### config.mk
export PLATFORM = sky130hd
export DESIGN_NAME = trace_injector
export DESIGN_NICKNAME = d
export VERILOG_FILES = /design/src/rtl/inj_pkg.sv /design/src/rtl/inj_receipt.sv /design/src/rtl/inj_pend_table.sv /design/src/rtl/inj_out_slot.sv /design/src/rtl/trace_injector.sv
export SDC_FILE = /design/constraint.sdc
export NUM_CORES = 2
export LEC_CHECK = 0
export BUFFER_PORTS_ARGS = -buffer_cell sky130_fd_sc_hd__buf_2
export CAP_MARGIN = 20
export CORE_MARGIN = 2
export CORE_UTILIZATION = 50
export DETAILED_ROUTE_END_ITERATION = 6
export GPL_TIMING_DRIVEN = 1
export PLACE_DENSITY = 0.72
export SLEW_MARGIN = 5
export SYNTH_ARGS = -nofsm -noshare
export SYNTH_HDL_FRONTEND = slang
export SYNTH_HIERARCHICAL = 1
export SYNTH_SLANG_ARGS = --single-unit
### constraint.sdc
create_clock -name clk -period 21.2 [get_ports clk]
set_clock_uncertainty 0.05 [all_clocks]
set_input_delay 1.06 -clock clk [delete_from_list [all_inputs] [get_ports clk]]
set_output_delay 1.06 -clock clk [all_outputs]
set_load 0.01 [all_outputs]
### src/rtl/inj_pkg.sv
package inj_pkg;
  localparam int IDX_W   = 4;
  localparam int NUM_MSG = 1 << IDX_W;
  localparam int TS_W    = 16;
  localparam int NODE_W  = 4;
  localparam int LEN_W   = 4;

  typedef struct packed {
    logic              dep;
    logic [TS_W-1:0]   tval;
    logic [IDX_W-1:0]  trig;
    logic [NODE_W-1:0] src;
    logic [NODE_W-1:0] dst;
    logic [LEN_W-1:0]  len;
    logic [IDX_W-1:0]  id;
  } rec_t;
endpackage

### src/rtl/inj_receipt.sv
module inj_receipt
  import inj_pkg::*;
(
  input  logic                            clk,
  input  logic                            rst_n,
  input  logic                            clr,
  input  logic                            dlv_valid,
  input  logic [IDX_W-1:0]                dlv_id,
  input  logic [TS_W-1:0]                 now,
  output logic [NUM_MSG-1:0]              got,
  output logic [NUM_MSG-1:0][TS_W-1:0]    at
);
  // delivered marks: cleared at every replay start
  always_ff @(posedge clk or negedge rst_n) begin
    if (!rst_n)         got <= '0;
    else if (clr)       got <= '0;
    else if (dlv_valid) got[dlv_id] <= 1'b1;
  end

  // receipt times, only meaningful where the mark is set
  always_ff @(posedge clk or negedge rst_n) begin
    if (!rst_n)                 at <= '0;
    else if (dlv_valid && !clr) at[dlv_id] <= now;
  end
endmodule

### src/rtl/inj_pend_table.sv
module inj_pend_table
  import inj_pkg::*;
#(
  parameter int DEPTH = 8
) (
  input  logic                         clk,
  input  logic                         rst_n,
  input  logic                         clr,
  input  logic                         ins_valid,
  input  rec_t                         ins_rec,
  input  logic                         take,
  input  logic [TS_W-1:0]              now,
  input  logic [NUM_MSG-1:0]           got,
  input  logic [NUM_MSG-1:0][TS_W-1:0] at,
  output logic                         full,
  output logic                         empty,
  output logic                         sel_valid,
  output rec_t                         sel_rec
);
  localparam int SLOT_W = (DEPTH > 1) ? $clog2(DEPTH) : 1;

  rec_t              ent [DEPTH];
  logic [DEPTH-1:0]  vld;
  logic [DEPTH-1:0]  elig;
  logic [SLOT_W-1:0] sel_slot;
  logic [SLOT_W-1:0] ins_slot;
  logic [IDX_W-1:0]  best_id;
  logic              free_found;

  // per-slot eligibility, evaluated every cycle
  for (genvar g = 0; g < DEPTH; g++) begin : g_slot
    logic [TS_W:0] due_t;
    logic          trig_ok;
    assign due_t   = ent[g].dep ? ({1'b0, at[ent[g].trig]} + {1'b0, ent[g].tval})
                                : {1'b0, ent[g].tval};
    assign trig_ok = ent[g].dep ? got[ent[g].trig] : 1'b1;
    assign elig[g] = vld[g] && trig_ok && ({1'b0, now} >= due_t);
  end

  // lowest message ID among eligible slots wins
  always_comb begin
    sel_valid = 1'b0;
    sel_slot  = '0;
    best_id   = '0;
    for (int i = 0; i < DEPTH; i++) begin
      if (elig[i] && (!sel_valid || ent[i].id < best_id)) begin
        sel_valid = 1'b1;
        sel_slot  = SLOT_W'(i);
        best_id   = ent[i].id;
      end
    end
  end

  assign sel_rec = ent[sel_slot];

  // first free slot receives the next fetched entry
  always_comb begin
    ins_slot   = '0;
    free_found = 1'b0;
    for (int i = 0; i < DEPTH; i++) begin
      if (!vld[i] && !free_found) begin
        ins_slot   = SLOT_W'(i);
        free_found = 1'b1;
      end
    end
  end

  assign full  = &vld;
  assign empty = ~|vld;

  always_ff @(posedge clk or negedge rst_n) begin
    if (!rst_n) vld <= '0;
    else if (clr) vld <= '0;
    else begin
      if (take)      vld[sel_slot] <= 1'b0;
      if (ins_valid) vld[ins_slot] <= 1'b1;
    end
  end

  always_ff @(posedge clk) begin
    if (ins_valid && !clr) ent[ins_slot] <= ins_rec;
  end
endmodule

### src/rtl/inj_out_slot.sv
module inj_out_slot
  import inj_pkg::*;
(
  input  logic clk,
  input  logic rst_n,
  input  logic load,
  input  rec_t din,
  input  logic ready,
  output logic can_load,
  output logic valid,
  output rec_t q
);
  assign can_load = !valid || ready;

  always_ff @(posedge clk or negedge rst_n) begin
    if (!rst_n)     valid <= 1'b0;
    else if (load)  valid <= 1'b1;
    else if (ready) valid <= 1'b0;
  end

  always_ff @(posedge clk) begin
    if (load) q <= din;
  end
endmodule

### src/rtl/trace_injector.sv
module trace_injector
  import inj_pkg::*;
#(
  parameter int PEND_DEPTH = 8
) (
  input  logic              clk,
  input  logic              rst_n,
  input  logic              ld_we,
  input  logic [IDX_W-1:0]  ld_addr,
  input  logic              ld_dep,
  input  logic [TS_W-1:0]   ld_time,
  input  logic [IDX_W-1:0]  ld_trig,
  input  logic [NODE_W-1:0] ld_src,
  input  logic [NODE_W-1:0] ld_dst,
  input  logic [LEN_W-1:0]  ld_len,
  input  logic [IDX_W:0]    rec_count,
  input  logic              start,
  input  logic [TS_W-1:0]   cycle_now,
  input  logic              dlv_valid,
  input  logic [IDX_W-1:0]  dlv_id,
  output logic              msg_valid,
  input  logic              msg_ready,
  output logic [NODE_W-1:0] msg_src,
  output logic [NODE_W-1:0] msg_dst,
  output logic [LEN_W-1:0]  msg_len,
  output logic [IDX_W-1:0]  msg_id,
  output logic              done
);
  rec_t mem [NUM_MSG];

  logic                         running;
  logic [IDX_W:0]               rp;
  logic [IDX_W:0]               count_q;
  logic                         ins_valid;
  rec_t                         ins_rec;
  logic                         tbl_full, tbl_empty;
  logic                         sel_valid;
  rec_t                         sel_rec;
  logic                         take;
  logic                         can_load;
  rec_t                         out_q;
  logic [NUM_MSG-1:0]           rcv_got;
  logic [NUM_MSG-1:0][TS_W-1:0] rcv_at;

  // trace store
  always_ff @(posedge clk) begin
    if (ld_we) begin
      mem[ld_addr].dep  <= ld_dep;
      mem[ld_addr].tval <= ld_time;
      mem[ld_addr].trig <= ld_trig;
      mem[ld_addr].src  <= ld_src;
      mem[ld_addr].dst  <= ld_dst;
      mem[ld_addr].len  <= ld_len;
      mem[ld_addr].id   <= ld_addr;
    end
  end

  // read pointer walks the trace in order, stalls on a full window
  assign ins_valid = running && !start && (rp < count_q) && !tbl_full;
  assign ins_rec   = mem[rp[IDX_W-1:0]];

  always_ff @(posedge clk or negedge rst_n) begin
    if (!rst_n) begin
      running <= 1'b0;
      rp      <= '0;
      count_q <= '0;
    end else if (start) begin
      running <= 1'b1;
      rp      <= '0;
      count_q <= rec_count;
    end else if (ins_valid) begin
      rp <= rp + 1'b1;
    end
  end

  inj_receipt u_rcv (
    .clk       (clk),
    .rst_n     (rst_n),
    .clr       (start),
    .dlv_valid (dlv_valid),
    .dlv_id    (dlv_id),
    .now       (cycle_now),
    .got       (rcv_got),
    .at        (rcv_at)
  );

  inj_pend_table #(.DEPTH(PEND_DEPTH)) u_tbl (
    .clk       (clk),
    .rst_n     (rst_n),
    .clr       (start),
    .ins_valid (ins_valid),
    .ins_rec   (ins_rec),
    .take      (take),
    .now       (cycle_now),
    .got       (rcv_got),
    .at        (rcv_at),
    .full      (tbl_full),
    .empty     (tbl_empty),
    .sel_valid (sel_valid),
    .sel_rec   (sel_rec)
  );

  assign take = sel_valid && can_load;

  inj_out_slot u_out (
    .clk      (clk),
    .rst_n    (rst_n),
    .load     (take),
    .din      (sel_rec),
    .ready    (msg_ready),
    .can_load (can_load),
    .valid    (msg_valid),
    .q        (out_q)
  );

  assign msg_src = out_q.src;
  assign msg_dst = out_q.dst;
  assign msg_len = out_q.len;
  assign msg_id  = out_q.id;
  assign done    = running && (rp == count_q) && tbl_empty && !msg_valid;
endmodule

==> metrics.md <==
| Metric | Value |
|---|---|
| Biggest cell delay along the critical path | 680 ps |
| Final Wtd Congestion | 1.00 |
| Reg2reg end | u_out/q[14]$_DFFE_PP_ |
| Effective utilization at floorplan | 50.5% |
| Die Ht | 380 um |
| Count of endpoints failing hold in the final timing report | 0 |
| Input/output buffers | 85 |
| Path depth of the worst reg2reg path | 84 |
| Type of origin of the critical path | flip-flop |
| TritonCTS buffer count | 133 |
| Number of global-route vias before repair | 44,400 |
| Setup Viol. Count Final | 0 |
| Total power per unit cell area | 86.8 nW/um^2 |
| Peak supply drop | 81.0 uV |
| Summed negative setup slack over all endpoints | 0 ps |
| First-pass GRT wire length | 308,000 um |
| Clk sinks | 1,196 |
| Chip width | 380 um |
| Number of nets with antenna violations after detailed routing | 0 |
| Cell with the largest stage delay on the worst path | sky130_fd_sc_hd__o31a_1 |
| Total Routing Usage GR | 29.1% |
| Warning count from the yosys run | 6 |
| Clock-pin slew of the registers on the worst-case setup and hold paths | 70 ps |
| Placeable core region | 140,000 um^2 |
| DRC marker count from the first detailed-route iteration | 5,390 |
| Die Outline Area | 144,000 um^2 |
| Highest fanout seen on the critical path | 32 |
| Result of the run | finished, final reports clean |
| Kind of end point of the critical path | flip-flop |
| Number of nets in the layout | 4,848 |
| Clock H-tree levels | 4 |
| Number of violations of the max-capacitance limit | 0 |
| Syn avg cell area | 15.9 um^2 |
| Number of buffers added to fix hold violations after cts | 0 |
| Worst Tran Pin Value | 1240 ps |
| Tightest hold margin | 113 ps |
| Total I/O pin count | 86 |
| Root cell of the clock tree | sky130_fd_sc_hd__clkbuf_16 |
| Layer with the highest usage | met2 |
| Remaining global-route overflow | 0 |
| TritonCTS clock tree | done |
| Standard-cell row count | 137 |
| Unrepaired setup endpoints after global routing | no |
| Global routing met2 resource utilization | 44.7% |
| Post-Syn Nets | 4,812 |
| Routed wire length | 211,000 um |
| Post-route cell area | 77,900 um^2 |
| HP Class | input pin to async pin |
| Antenna violations before repair | 22 |
| Final cycle utilization of the critical path | 93.0% |
| Upper clock frequency limit | 50.7 MHz |
| Total number of vias | 45,600 |
| Insertion delay of the later-clocked pin in the worst-skew pair | 820 ps |
| Deepest clock path buffer count | 3 |
| Leakage power | 28.2 nW |
| Growth of design area from synthesis to finish | 10.3% |
| Met3 track utilization from global routing | 8.11% |
| DRC viols | 0 |
| Number of vias per cell | 7.04 |
| Total placed instance area | 73,100 um^2 |
| Grt met1 use | 38.4% |
| Startpoint-to-endpoint class of the critical path | flip-flop to flip-flop |
| Setup slack on the worst flop-to-flop path | 1480 ps |
| Required time at the endpoint of the critical path | 21,710 ps |
| Netlist area before placement | 70,600 um^2 |
| Fin crit period | 19,720 ps |
| Final number of max-transition violations | 0 |
| Reg-to-Reg Start | u_tbl/ent[0][16]$_DFFE_PP_ |
| Routed len/inst | 32.6 um |
| Worst max-slew margin expressed relative to the limit | 17.5% |
| Maximum number of pins on one net before global-route repair | 112 |
| Power consumption | 0.00676 W |
| Layout cell share with drive strength beyond 1 | 32.4% |
| Synthesized netlist cell count | 4,453 |
| CP most frequent cell | sky130_fd_sc_hd__a21oi_1 |
| CP Data Arrival Time | 20,230 ps |
| Pre-Repair DR Iteration Count | 6 |
| Detailed-placement wirelength estimate | 134,000 um |
[how the worst max path moves through the flow]
stage,start,endpoint,slack [ps],cells past startpoint
3_5_place_dp,u_tbl/ent[0][16]$_DFFE_PP_,u_out/q[8]$_DFFE_PP_,1060,82
4_1_cts,u_tbl/ent[0][16]$_DFFE_PP_,u_out/q[14]$_DFFE_PP_,960,82
6_report,u_tbl/ent[0][16]$_DFFE_PP_,u_out/q[14]$_DFFE_PP_,1480,84
3_3_place_gp,u_tbl/ent[0][16]$_DFFE_PP_,u_out/q[13]$_DFFE_PP_,1610,82
2_1_floorplan,u_tbl/ent[0][16]$_DFFE_PP_,u_out/q[1]$_DFFE_PP_,4180,91
5_1_grt,u_tbl/ent[0][16]$_DFFE_PP_,u_out/q[14]$_DFFE_PP_,230,84
[cell usage in the layout (no fill, tap or decap), drive strengths merged, types with 23 or more instances in the layout]
cell    count
o21a       23
a22oi      51
nor2      114
mux2      274
ha        283
nand3      34
dfrtp     292
a221oi     79
buf       212
mux4      749
inv       118
o21bai     55
o21ai     142
clkbuf    184
a21o       56
nand2     120
mux2i     297
clkinv     35
edfxtp    904
a21oi     150
xnor2      93
[cell type report]
class / count / area, um^2
repair buffers: 212 / 1500
multi-input cells: 2833 / 34600
diodes: 8 / 20.0
flip-flops and latches: 1196 / 34500
clock inverters: 55 / 842
inverters: 113 / 424
fillers: 10800 / 62000
well taps: 1876 / 2350
clock buffers: 184 / 3700
[routing by layer]
metal  share of wire, %  wire [um]
met1                 38      79200
met2                 46      98000
met3                 11      22700
met4                5.3      11100
met5              0.071        149
[metrics by stage]
stage | worst slack, ps | cells | utilization, %
2_1_floorplan | 4180 | 4453 | -
3_3_place_gp | 1610 | 6216 | 52.3
3_5_place_dp | 1060 | 6217 | 52.3
4_1_cts | 961 | 6456 | 55.5
5_1_grt | 232 | 6473 | 55.7
6_report | 1480 | 6477 | 55.7
[state kept, by name, summed over array words and instances (netlist names)]
signal / flops
count_q: 5
u_tbl/vld: 8
u_rcv/at: 256
u_tbl/ent: 296
u_out/valid: 1
u_out/q: 16
rp: 5
mem: 592
running: 1
u_rcv/got: 16
[worst max-delay path: cells and delay by family, from the launching register on]
kind                     cells  cell delay [ps]
multiplexers                 7             2370
adder cells (fa/ha/maj)      9             2560
flip-flops                   1              420
AND/OR/NAND/NOR             21             4270
AO/OA/AOI/OAI               38             7870
XOR/XNOR                     1              130
buffers and inverters        8             1740
[report_power, final]
group          switching [W]  total, W  internal (W)
logic               0.000686   0.00146      0.000772
registers           0.000248   0.00292       0.00268
clock network        0.00102   0.00238       0.00136
[repair_timing]
item | in CTS | in global routing
buffers inserted | 0 | 8
setup endpoints to repair | 0 | 12
resized for setup | 0 | 0
endpoints found under the hold margin | 0 | 0
Note: power is estimated with default switching activity, not from simulation.
